===== config.mk =====
export PLATFORM = sky130hd
export DESIGN_NAME = dclk_recover
export DESIGN_NICKNAME = d
export VERILOG_FILES = /design/src/rtl/dcr_pkg.sv /design/src/rtl/dcr_interval.sv /design/src/rtl/dcr_window.sv /design/src/rtl/dcr_phase.sv /design/src/rtl/dcr_pulse.sv /design/src/rtl/dclk_recover.sv
export SDC_FILE = /design/constraint.sdc
export NUM_CORES = 1
export LEC_CHECK = 0
export ABC_AREA = 1
export BUFFER_PORTS_ARGS = -buffer_cell sky130_fd_sc_hd__buf_2
export CAP_MARGIN = 25
export CORE_MARGIN = 2
export CORE_UTILIZATION = 55
export CTS_CLUSTER_SIZE = 14
export DETAILED_ROUTE_END_ITERATION = 12
export PLACE_DENSITY = 0.85
export SLEW_MARGIN = 30
export SYNTH_ARGS = -nofsm -noshare
export SYNTH_HDL_FRONTEND = slang
export SYNTH_SLANG_ARGS = --single-unit

===== constraint.sdc =====
create_clock -name clk -period 5.3 [get_ports clk]
set_clock_uncertainty 0.1 [all_clocks]
set_input_delay 0.53 -clock clk [delete_from_list [all_inputs] [get_ports clk]]
set_output_delay 0.53 -clock clk [all_outputs]
set_load 0.05 [all_outputs]

===== src/rtl/dcr_pkg.sv =====
package dcr_pkg;

    typedef enum logic [2:0] {
        ST_IDLE,
        ST_WAIT,
        ST_SYNC,
        ST_LOCK,
        ST_HALT
    } phase_state_e;

    typedef enum logic [1:0] {
        IVL_NONE,
        IVL_HALF,
        IVL_FULL,
        IVL_BAD
    } ivl_kind_e;

    typedef enum logic {
        CODE_MANCH   = 1'b0,
        CODE_BIPHASE = 1'b1
    } line_code_e;

    // One observation of the line per cycle, as seen by the phase tracker.
    typedef struct packed {
        logic      seen;     // transition this cycle
        logic      level;    // line level after the transition
        ivl_kind_e kind;     // class of the interval that just ended
        logic      overrun;  // running count passed the long upper bound
    } ivl_event_t;

    // Long-interval window ends; the half difference truncates toward zero.
    function automatic int full_low(input int lo, input int hi);
        return (lo + hi) - ((hi - lo) / 2);
    endfunction

    function automatic int full_high(input int lo, input int hi);
        return (lo + hi) + ((hi - lo) / 2);
    endfunction

endpackage


===== src/rtl/dcr_interval.sv =====
module dcr_interval #(
    parameter int CNT_W = 9
) (
    input  logic             clk,
    input  logic             rst,
    input  logic             tick_i,
    input  logic             data_i,
    output logic             edge_o,
    output logic             level_o,
    output logic [CNT_W-1:0] count_o
);
    localparam logic [CNT_W-1:0] CNT_MAX = '1;

    logic data_q;

    assign edge_o  = data_i ^ data_q;
    assign level_o = data_i;

    always_ff @(posedge clk) begin
        if (rst) begin
            data_q  <= 1'b0;
            count_o <= '0;
        end else begin
            data_q <= data_i;
            if (edge_o) begin
                count_o <= CNT_W'(tick_i);
            end else if (tick_i && count_o != CNT_MAX) begin
                count_o <= count_o + 1'b1;
            end
        end
    end
endmodule


===== src/rtl/dcr_window.sv =====
module dcr_window
    import dcr_pkg::*;
#(
    parameter int LIM_W = 6,
    parameter int CNT_W = 9
) (
    input  logic             clk,
    input  logic             rst,
    input  logic             load_i,
    input  logic [LIM_W-1:0] lim_lo_i,
    input  logic [LIM_W-1:0] lim_hi_i,
    input  logic [CNT_W-1:0] count_i,
    input  logic             edge_i,
    output ivl_kind_e        kind_o,
    output logic             overrun_o
);
    localparam int BND_W = LIM_W + 2;

    logic [BND_W-1:0] half_lo_q, half_hi_q, full_lo_q, full_hi_q;
    logic [CNT_W-1:0] half_lo_x, half_hi_x, full_lo_x, full_hi_x;
    logic             in_half, in_full;

    always_ff @(posedge clk) begin
        if (rst) begin
            half_lo_q <= '0;
            half_hi_q <= '0;
            full_lo_q <= '0;
            full_hi_q <= '0;
        end else if (load_i) begin
            half_lo_q <= BND_W'(lim_lo_i);
            half_hi_q <= BND_W'(lim_hi_i);
            full_lo_q <= BND_W'(full_low(int'(lim_lo_i), int'(lim_hi_i)));
            full_hi_q <= BND_W'(full_high(int'(lim_lo_i), int'(lim_hi_i)));
        end
    end

    assign half_lo_x = CNT_W'(half_lo_q);
    assign half_hi_x = CNT_W'(half_hi_q);
    assign full_lo_x = CNT_W'(full_lo_q);
    assign full_hi_x = CNT_W'(full_hi_q);

    assign in_half   = (count_i >= half_lo_x) && (count_i <= half_hi_x);
    assign in_full   = (count_i >= full_lo_x) && (count_i <= full_hi_x);
    assign overrun_o = count_i > full_hi_x;

    always_comb begin
        if (!edge_i)      kind_o = IVL_NONE;
        else if (in_half) kind_o = IVL_HALF;
        else if (in_full) kind_o = IVL_FULL;
        else              kind_o = IVL_BAD;
    end
endmodule


===== src/rtl/dcr_phase.sv =====
module dcr_phase
    import dcr_pkg::*;
(
    input  logic       clk,
    input  logic       rst,
    input  logic       run_i,
    input  line_code_e code_i,
    input  ivl_event_t ev_i,
    output logic       idle_o,
    output logic       fire_o,
    output logic       fire_bit_o,
    output logic       stop_o,
    output logic       err_o
);
    phase_state_e state_q, state_n;
    logic         odd_q, odd_n;
    logic         bad;

    always_comb begin
        state_n    = state_q;
        odd_n      = odd_q;
        fire_o     = 1'b0;
        fire_bit_o = 1'b0;
        bad        = 1'b0;
        unique case (state_q)
            ST_IDLE: if (run_i) state_n = ST_WAIT;
            ST_WAIT: if (ev_i.seen) state_n = ST_SYNC;
            ST_SYNC: begin
                if (ev_i.overrun) begin
                    bad = 1'b1;
                end else if (ev_i.kind == IVL_FULL) begin
                    state_n    = ST_LOCK;
                    odd_n      = 1'b0;
                    fire_o     = 1'b1;
                    fire_bit_o = (code_i == CODE_MANCH) ? ev_i.level : 1'b0;
                end else if (ev_i.kind == IVL_BAD) begin
                    bad = 1'b1;
                end
            end
            ST_LOCK: begin
                if (ev_i.overrun) begin
                    bad = 1'b1;
                end else begin
                    unique case (ev_i.kind)
                        IVL_NONE: ;
                        IVL_HALF: begin
                            odd_n = ~odd_q;
                            if (odd_q) begin
                                fire_o     = 1'b1;
                                fire_bit_o = (code_i == CODE_MANCH) ? ev_i.level : 1'b1;
                            end
                        end
                        IVL_FULL: begin
                            if (odd_q) begin
                                bad = 1'b1;
                            end else begin
                                fire_o     = 1'b1;
                                fire_bit_o = (code_i == CODE_MANCH) ? ev_i.level : 1'b0;
                            end
                        end
                        IVL_BAD: bad = 1'b1;
                    endcase
                end
            end
            ST_HALT: ;
            default: state_n = ST_IDLE;
        endcase
        if (bad) state_n = ST_HALT;
        if (!run_i) begin
            state_n = ST_IDLE;
            fire_o  = 1'b0;
            bad     = 1'b0;
        end
    end

    assign idle_o = (state_q == ST_IDLE);
    assign stop_o = bad || !run_i || (state_q == ST_HALT) || (state_q == ST_IDLE);

    always_ff @(posedge clk) begin
        if (rst) begin
            state_q <= ST_IDLE;
            odd_q   <= 1'b0;
            err_o   <= 1'b0;
        end else begin
            state_q <= state_n;
            odd_q   <= odd_n;
            err_o   <= bad;
        end
    end
endmodule


===== src/rtl/dcr_pulse.sv =====
module dcr_pulse #(
    parameter int DLY_TICKS = 2
) (
    input  logic clk,
    input  logic rst,
    input  logic tick_i,
    input  logic fire_i,
    input  logic bit_i,
    input  logic stop_i,
    output logic dclk_o,
    output logic dbit_o
);
    localparam int DLY_W = $clog2(DLY_TICKS + 1);

    logic [DLY_W-1:0] wait_q;
    logic             held_q;

    always_ff @(posedge clk) begin
        if (rst) begin
            wait_q <= '0;
            held_q <= 1'b0;
            dclk_o <= 1'b0;
            dbit_o <= 1'b0;
        end else if (stop_i) begin
            wait_q <= '0;
            dclk_o <= 1'b0;
        end else begin
            if (tick_i && dclk_o) dclk_o <= 1'b0;
            if (fire_i) begin
                wait_q <= DLY_W'(DLY_TICKS);
                held_q <= bit_i;
            end else if (tick_i && wait_q != '0) begin
                wait_q <= wait_q - 1'b1;
                if (wait_q == DLY_W'(1)) begin
                    dclk_o <= 1'b1;
                    dbit_o <= held_q;
                end
            end
        end
    end
endmodule


===== src/rtl/dclk_recover.sv =====
module dclk_recover
    import dcr_pkg::*;
#(
    parameter int LIM_W     = 6,
    parameter int DLY_TICKS = 2
) (
    input  logic             clk,
    input  logic             rst,
    input  logic             run_i,
    input  logic             xtick_i,
    input  logic             data_i,
    input  logic [LIM_W-1:0] lim_lo_i,
    input  logic [LIM_W-1:0] lim_hi_i,
    input  logic             code_sel_i,
    output logic             dclk_o,
    output logic             dbit_o,
    output logic             err_o
);
    localparam int CNT_W = LIM_W + 3;

    logic             edge_w, level_w, overrun_w, idle_w;
    logic             fire_w, fire_bit_w, stop_w;
    logic [CNT_W-1:0] count_w;
    ivl_kind_e        kind_w;
    ivl_event_t       ev_w;

    dcr_interval #(.CNT_W(CNT_W)) u_interval (
        .clk     (clk),
        .rst     (rst),
        .tick_i  (xtick_i),
        .data_i  (data_i),
        .edge_o  (edge_w),
        .level_o (level_w),
        .count_o (count_w)
    );

    dcr_window #(.LIM_W(LIM_W), .CNT_W(CNT_W)) u_window (
        .clk       (clk),
        .rst       (rst),
        .load_i    (idle_w),
        .lim_lo_i  (lim_lo_i),
        .lim_hi_i  (lim_hi_i),
        .count_i   (count_w),
        .edge_i    (edge_w),
        .kind_o    (kind_w),
        .overrun_o (overrun_w)
    );

    assign ev_w = '{seen: edge_w, level: level_w, kind: kind_w, overrun: overrun_w};

    dcr_phase u_phase (
        .clk        (clk),
        .rst        (rst),
        .run_i      (run_i),
        .code_i     (line_code_e'(code_sel_i)),
        .ev_i       (ev_w),
        .idle_o     (idle_w),
        .fire_o     (fire_w),
        .fire_bit_o (fire_bit_w),
        .stop_o     (stop_w),
        .err_o      (err_o)
    );

    dcr_pulse #(.DLY_TICKS(DLY_TICKS)) u_pulse (
        .clk    (clk),
        .rst    (rst),
        .tick_i (xtick_i),
        .fire_i (fire_w),
        .bit_i  (fire_bit_w),
        .stop_i (stop_w),
        .dclk_o (dclk_o),
        .dbit_o (dbit_o)
    );
endmodule


; ---- Yosys cells after proc, flatten, opt, wreduce, memory -nomap -nowiden
; Cells that the tools add are included.
[op_classes]
mux = 45
n_addsub = 7
reduce_logical = 25
eq_ne = 18
order_cmp = 5
bitwise = 7
[op_table]
columns = cell, n
row1 = $mux W1, 29
row2 = $pmux W1 S2, 7
row3 = $mux W3, 4
row4 = $pmux W3 S4, 1
row5 = $reduce_and A4 Y1, 3
row6 = $add A9 B1 Y9 const B, 1
row7 = $ge A9 B6 Y1, 1
row8 = $ge A9 B8 Y1, 1
row9 = $gt A9 B8 Y1, 1
row10 = $le A9 B6 Y1, 1
row11 = $le A9 B8 Y1, 1
row12 = $ne A9 B9 Y1 const B, 1
row13 = $add A8 B1 Y8, 1
row14 = $add A8 B8 Y8, 1
row15 = $mux W2, 4
row16 = $ne A2 B2 Y1 const B, 4
row17 = $reduce_bool A2 Y1, 4
row18 = $reduce_or A2 Y1, 4
row19 = $sub A8 B8 Y8, 1
row20 = $add A6 B6 Y7, 1
row21 = $sub A6 B6 Y7, 1
row22 = $eq A3 B2 Y1 const B, 2
row23 = $ne A3 B2 Y1 const B, 2
row24 = $reduce_or A3 Y1, 2
row25 = 16 further kinds, 29
[totals]
regBits = 48
wordCells = 123

; ---- Depth between registers and ports, before layout
[depth]
depth_word = 16
mapped_depth = 31
mapped_depth_nobuf = 31

; ---- Cells and area by module
; From an unflattened synthesis, not the netlist that was laid out.
[unflattened]
hier_cells = 627
hier_area_um2 = 4217.8
[modules_own_cells]
columns = module, instances, cells_per_inst, area_per_inst_um2
row1 = dcr_window, 1, 428, 2956.6
row2 = dcr_interval, 1, 81, 540.5
row3 = dcr_phase, 1, 78, 442.9
row4 = dcr_pulse, 1, 40, 277.8

; ---- Worst setup path before layout
; Ideal clock, no wire load.
[synth_timing]
kind = input -> register
startpoint = input lim_hi_i[0]
endpoint = register u_window.full_lo_q[7]
setup_time_ns = 0.113
arrival_time_ns = 3.980
path_slack_ns = 1.107
path_buffers = 1
t_required_ns = 5.087
stages = 29
cell_sequence = inv_1 -> ha_1 -> inv_1 -> fa_1 -> a21oi_1 -> nor2_1 -> nor2_2 -> nor2_1 -> nor2_1 -> nor2_1 -> nor2_1 -> inv_1 -> nor2_1 -> ha_1 -> nand3_1 -> nor2_1 -> nand2_2 -> nand2_2 -> and2_4 -> inv_1 -> ha_1 -> clkbuf_1 -> nor2_1 -> a221o_1 -> nand2b_1 -> inv_1 -> nor2_1 -> o21ai_1 -> inv_1
[synth_via]
elab_chain_len = 4
[synth_lines]
columns = item, line_no
row1 = "start, declared", dclk_recover.sv:13  ; input logic [LIM_W-1:0] lim_hi_i,
row2 = $sub A6 B6 Y7, dcr_pkg.sv:33  ; return (lo + hi) - ((hi - lo) / 2);
row3 = $and A1 B1 Y1 (no line), n/a
row4 = $add A8 B1 Y8 (no line), n/a
row5 = $sub A8 B8 Y8 *, dcr_pkg.sv:33
row6 = "end signal, assigned", dcr_window.sv:32  ; full_lo_q <= BND_W'(full_low(int'(lim_lo_i), int'(lim_hi_i)));
row7 = "end, declared", dcr_window.sv:19  ; logic [BND_W-1:0] half_lo_q, half_hi_q, full_lo_q, full_hi_q;
; Every way passes the cells marked *; elsewhere a longest branch is shown, timed or not.
; A chain may end at the register's enable or synchronous reset.

; ---- Worst setup path after layout
; Same ends and word-level chain as after synthesis.

==> results.tsv <==
metric	value	unit
Layout Nets	665	
total chip power	1360	uW
largest net degree at the start of global routing	34	
post-route minimum period	4330	ps
drt initial violations	117	
Crit. End Element	register	
Crit Path Class	primary input to register	
Combinational Power Share	48.0	%
Vias/cell	5.24	
post-route insts no fill	678	
Clk pin slew, worst setup/hold paths	90	ps
Sequential Area	941	um2
Worst-Margin Slew	808	ps
worst-case vdd ir drop	166	uV
die area	7830	um2
Total GRT Usage	22.8	%
TritonCTS Buffers	5	
maximum net fanout on the critical path	7	
Wirelength per Cell	12.2	um
I/O Buffers	20	
post_cts resized	0	
Min Hold Slack	373	ps
Worst EP required	5410	ps
setup repair bufs after CTS	0	
synth unique cells	40	
via count	3556	
die height	88.5	um
Finish-stage setup viols	0	
sw frac	41.2	%
DRT antenna net count	0	
Area Overhead vs Synth	7.39	%
Yosys warnings	0	
DRT Wirelength	8.29	mm
FMAX	231	MHz
RSZ-0062 raised after global routing	false	
Seq cells post-synth	47	
first-pass GRT wire length	14.2	mm
GRT overflow	0	
FILL cells	638	
max_slew headroom	46.0	%
Max Root-Sink Buffers	2	
area of the multi-input gates	2510	um2
Final Wtd Congestion	0.896	
final clock period utilization by the worst path	81.8	%
Ant. Diodes	0	
pins over their slew limit	0	
clock root buffer	clkbuf_8	
share of async-settable or async-resettable flops after synthesis	0	%
final-report hold violation count	0	
core area	6870	um2
I/O pin total	21	
Leakage	0.00218	uW
Initial Util	57.2	%
Worst-Skew Late Latency	310	ps
DIE WIDTH	88.5	um
Site Rows	30	
post-synthesis sequential area ratio	24.0	%
initial antenna violation count	0	
clock share of power	19.6	%
Max Cap Viol	0	
design area	4220	um2
Tightest Hold Check Type	primary input to register	
sw power	561	uW
run status	finished, final reports clean	
post-synthesis area per instance	6.96	um2
Net Count, Synth	648	
number of H-tree levels	2	
vias in the first global route	3403	
share of cells above drive strength 1	8.08	%
cell count after synthesis	564	
CTS Sinks	47	
Worst setup SP type	primary input	
# hold bufs at CTS	0	
CTS tree	built	
setup TNS	0	ps
Post-synth EDFFs	0	
Worst Path Arrival	4440	ps
first drt pass iteration count	5	
HPWL Detailed	6.79	mm
Post-synth top flop	dfxtp_1	
P per Cell Area	323	nW/um2
Area after DPL	4110	um2
DP Cell Count	670	
# DRC	0	
Int Pwr	801	uW
Flop pwr share	32.4	%
mapped cell area	3930	um2
## final timing paths
path	start	depth (start not counted)	to	slack (ps)
hold reg to reg	u_window.half_hi_q[5]$_SDFFE_PP0N_	2	u_window.half_hi_q[5]$_SDFFE_PP0N_	370
setup reg to reg	u_interval.count_o[2]$_SDFFE_PP0P_	22	u_pulse.dbit_o$_SDFFE_PP0P_	2140
setup / recovery	lim_hi_i[0]	28	u_window.full_lo_q[7]$_SDFFE_PP0N_	970
hold / removal	data_i	3	u_interval.data_q$_SDFF_PP0_	370
## cell type report
class | count | area share [%]
multi-input combinational | 393 | 59.6
sequential | 47 | 22.3
inverter | 113 | 10.1
tap | 96 | 2.85
timing repair buffer | 21 | 2.55
clock buffer | 5 | 1.63
clock inverter | 3 | 1.04
## through the flow
step	setup WS (ps)	util, %
after floorplan	1110	-
after global placement	797	59.8
after detailed placement	637	59.8
after CTS	958	61.4
after global routing	606	61.4
final	966	61.4
## state kept, by name, indices dropped and copies added, names as in the netlist
signal,cells
u_interval.count_o,9
u_window.full_lo_q,8
u_window.full_hi_q,7
u_window.half_hi_q,6
u_window.half_lo_q,6
u_phase.state_q,3
u_pulse.wait_q,2
u_interval.data_q,1
u_phase.err_o,1
u_phase.odd_q,1
u_pulse.dbit_o,1
u_pulse.dclk_o,1
u_pulse.held_q,1
## Yosys cell counts (2+ instances only)
| master | count | area share (%) |
|---|---|---|
| a2111oi_0 | 2 | 0.45 |
| inv_2 | 2 | 0.19 |
| fa_1 | 4 | 2.0 |
| nor3_1 | 5 | 0.64 |
| ha_1 | 62 | 20 |
| nand2_1 | 73 | 7.0 |
| nor2_1 | 71 | 6.8 |
| a21oi_1 | 56 | 7.1 |
| nand4_1 | 2 | 0.32 |
| nor3b_1 | 3 | 0.57 |
| dfxtp_1 | 47 | 24 |
| nand3_1 | 21 | 2.7 |
| xor2_1 | 16 | 3.6 |
| nand2_2 | 8 | 1.3 |
| o21bai_1 | 4 | 0.76 |
| a31oi_1 | 2 | 0.32 |
| a21oi_4 | 2 | 0.83 |
| inv_1 | 111 | 11 |
| a221o_1 | 2 | 0.51 |
| o21a_1 | 2 | 0.38 |
| clkbuf_1 | 9 | 0.86 |
| o21ai_0 | 39 | 5.0 |
| xnor2_1 | 4 | 0.89 |
## cells in the final DEF, fill, tap and decap left out, types with 2 or more instances in the layout
cell,count
a221o_1,2
o21ai_0,39
nor3b_1,3
clkbuf_8,5
o21bai_1,4
inv_1,111
a31oi_1,2
o21a_1,2
a21oi_4,2
nand3_1,21
a21oi_1,56
nand2_2,8
nor3_1,5
fa_1,4
xnor2_1,4
nor2_1,71
xor2_1,16
inv_2,2
ha_1,62
a2111oi_0,2
nand4_1,2
nand2_1,73
buf_2,20
dfxtp_1,47
## power groups by stage
stage                     combinational [uW]  sequential (uW)  clock [uW]
after floorplan                          512              442           0
final                                    654              441         267
after global placement                   618              445           0
after CTS                                651              441         273
after global routing                     754              447         289
after detailed placement                 646              449           0
## routing by layer
metal  routed length (um)  up-vias  GRT usage, %  share of wire (%)
met5                    0        -             0                  0
met4                  183        0          7.99                2.2
met3                  304       18          3.82                3.7
met2                 4200       80          41.8                 51
met1                 3600     1625          26.7                 43
li1                     -     1833             -                  -
## cells by family after synthesis
| kind of cell | after synthesis | synth area share (%) |
|---|---|---|
| buf+inv | 124 | 12.1 |
| compound gates | 116 | 16.7 |
| flops | 47 | 24.0 |
| xor+xnor | 21 | 4.87 |
| fa+ha+maj | 66 | 21.8 |
| simple gates | 190 | 20.6 |
## worst max-delay path: stages
cell      delay, ps
buf_2           110
inv_1            70
ha_1            140
inv_1            60
fa_1            390
a21oi_1         160
nor2_1           60
nor2_2          110
nor2_1           50
nor2_1           90
nor2_1           50
nor2_1          260
inv_1           100
nor2_1          110
ha_1            170
ha_1            170
inv_1            60
nor3_1          290
xnor2_1         180
inv_1            70
ha_1            390
o21ai_0         140
a221o_1         300
nand2b_1        130
inv_1            60
nor2_1           40
o21ai_1         120
inv_1            40
Power figures use the tool's default switching activity.
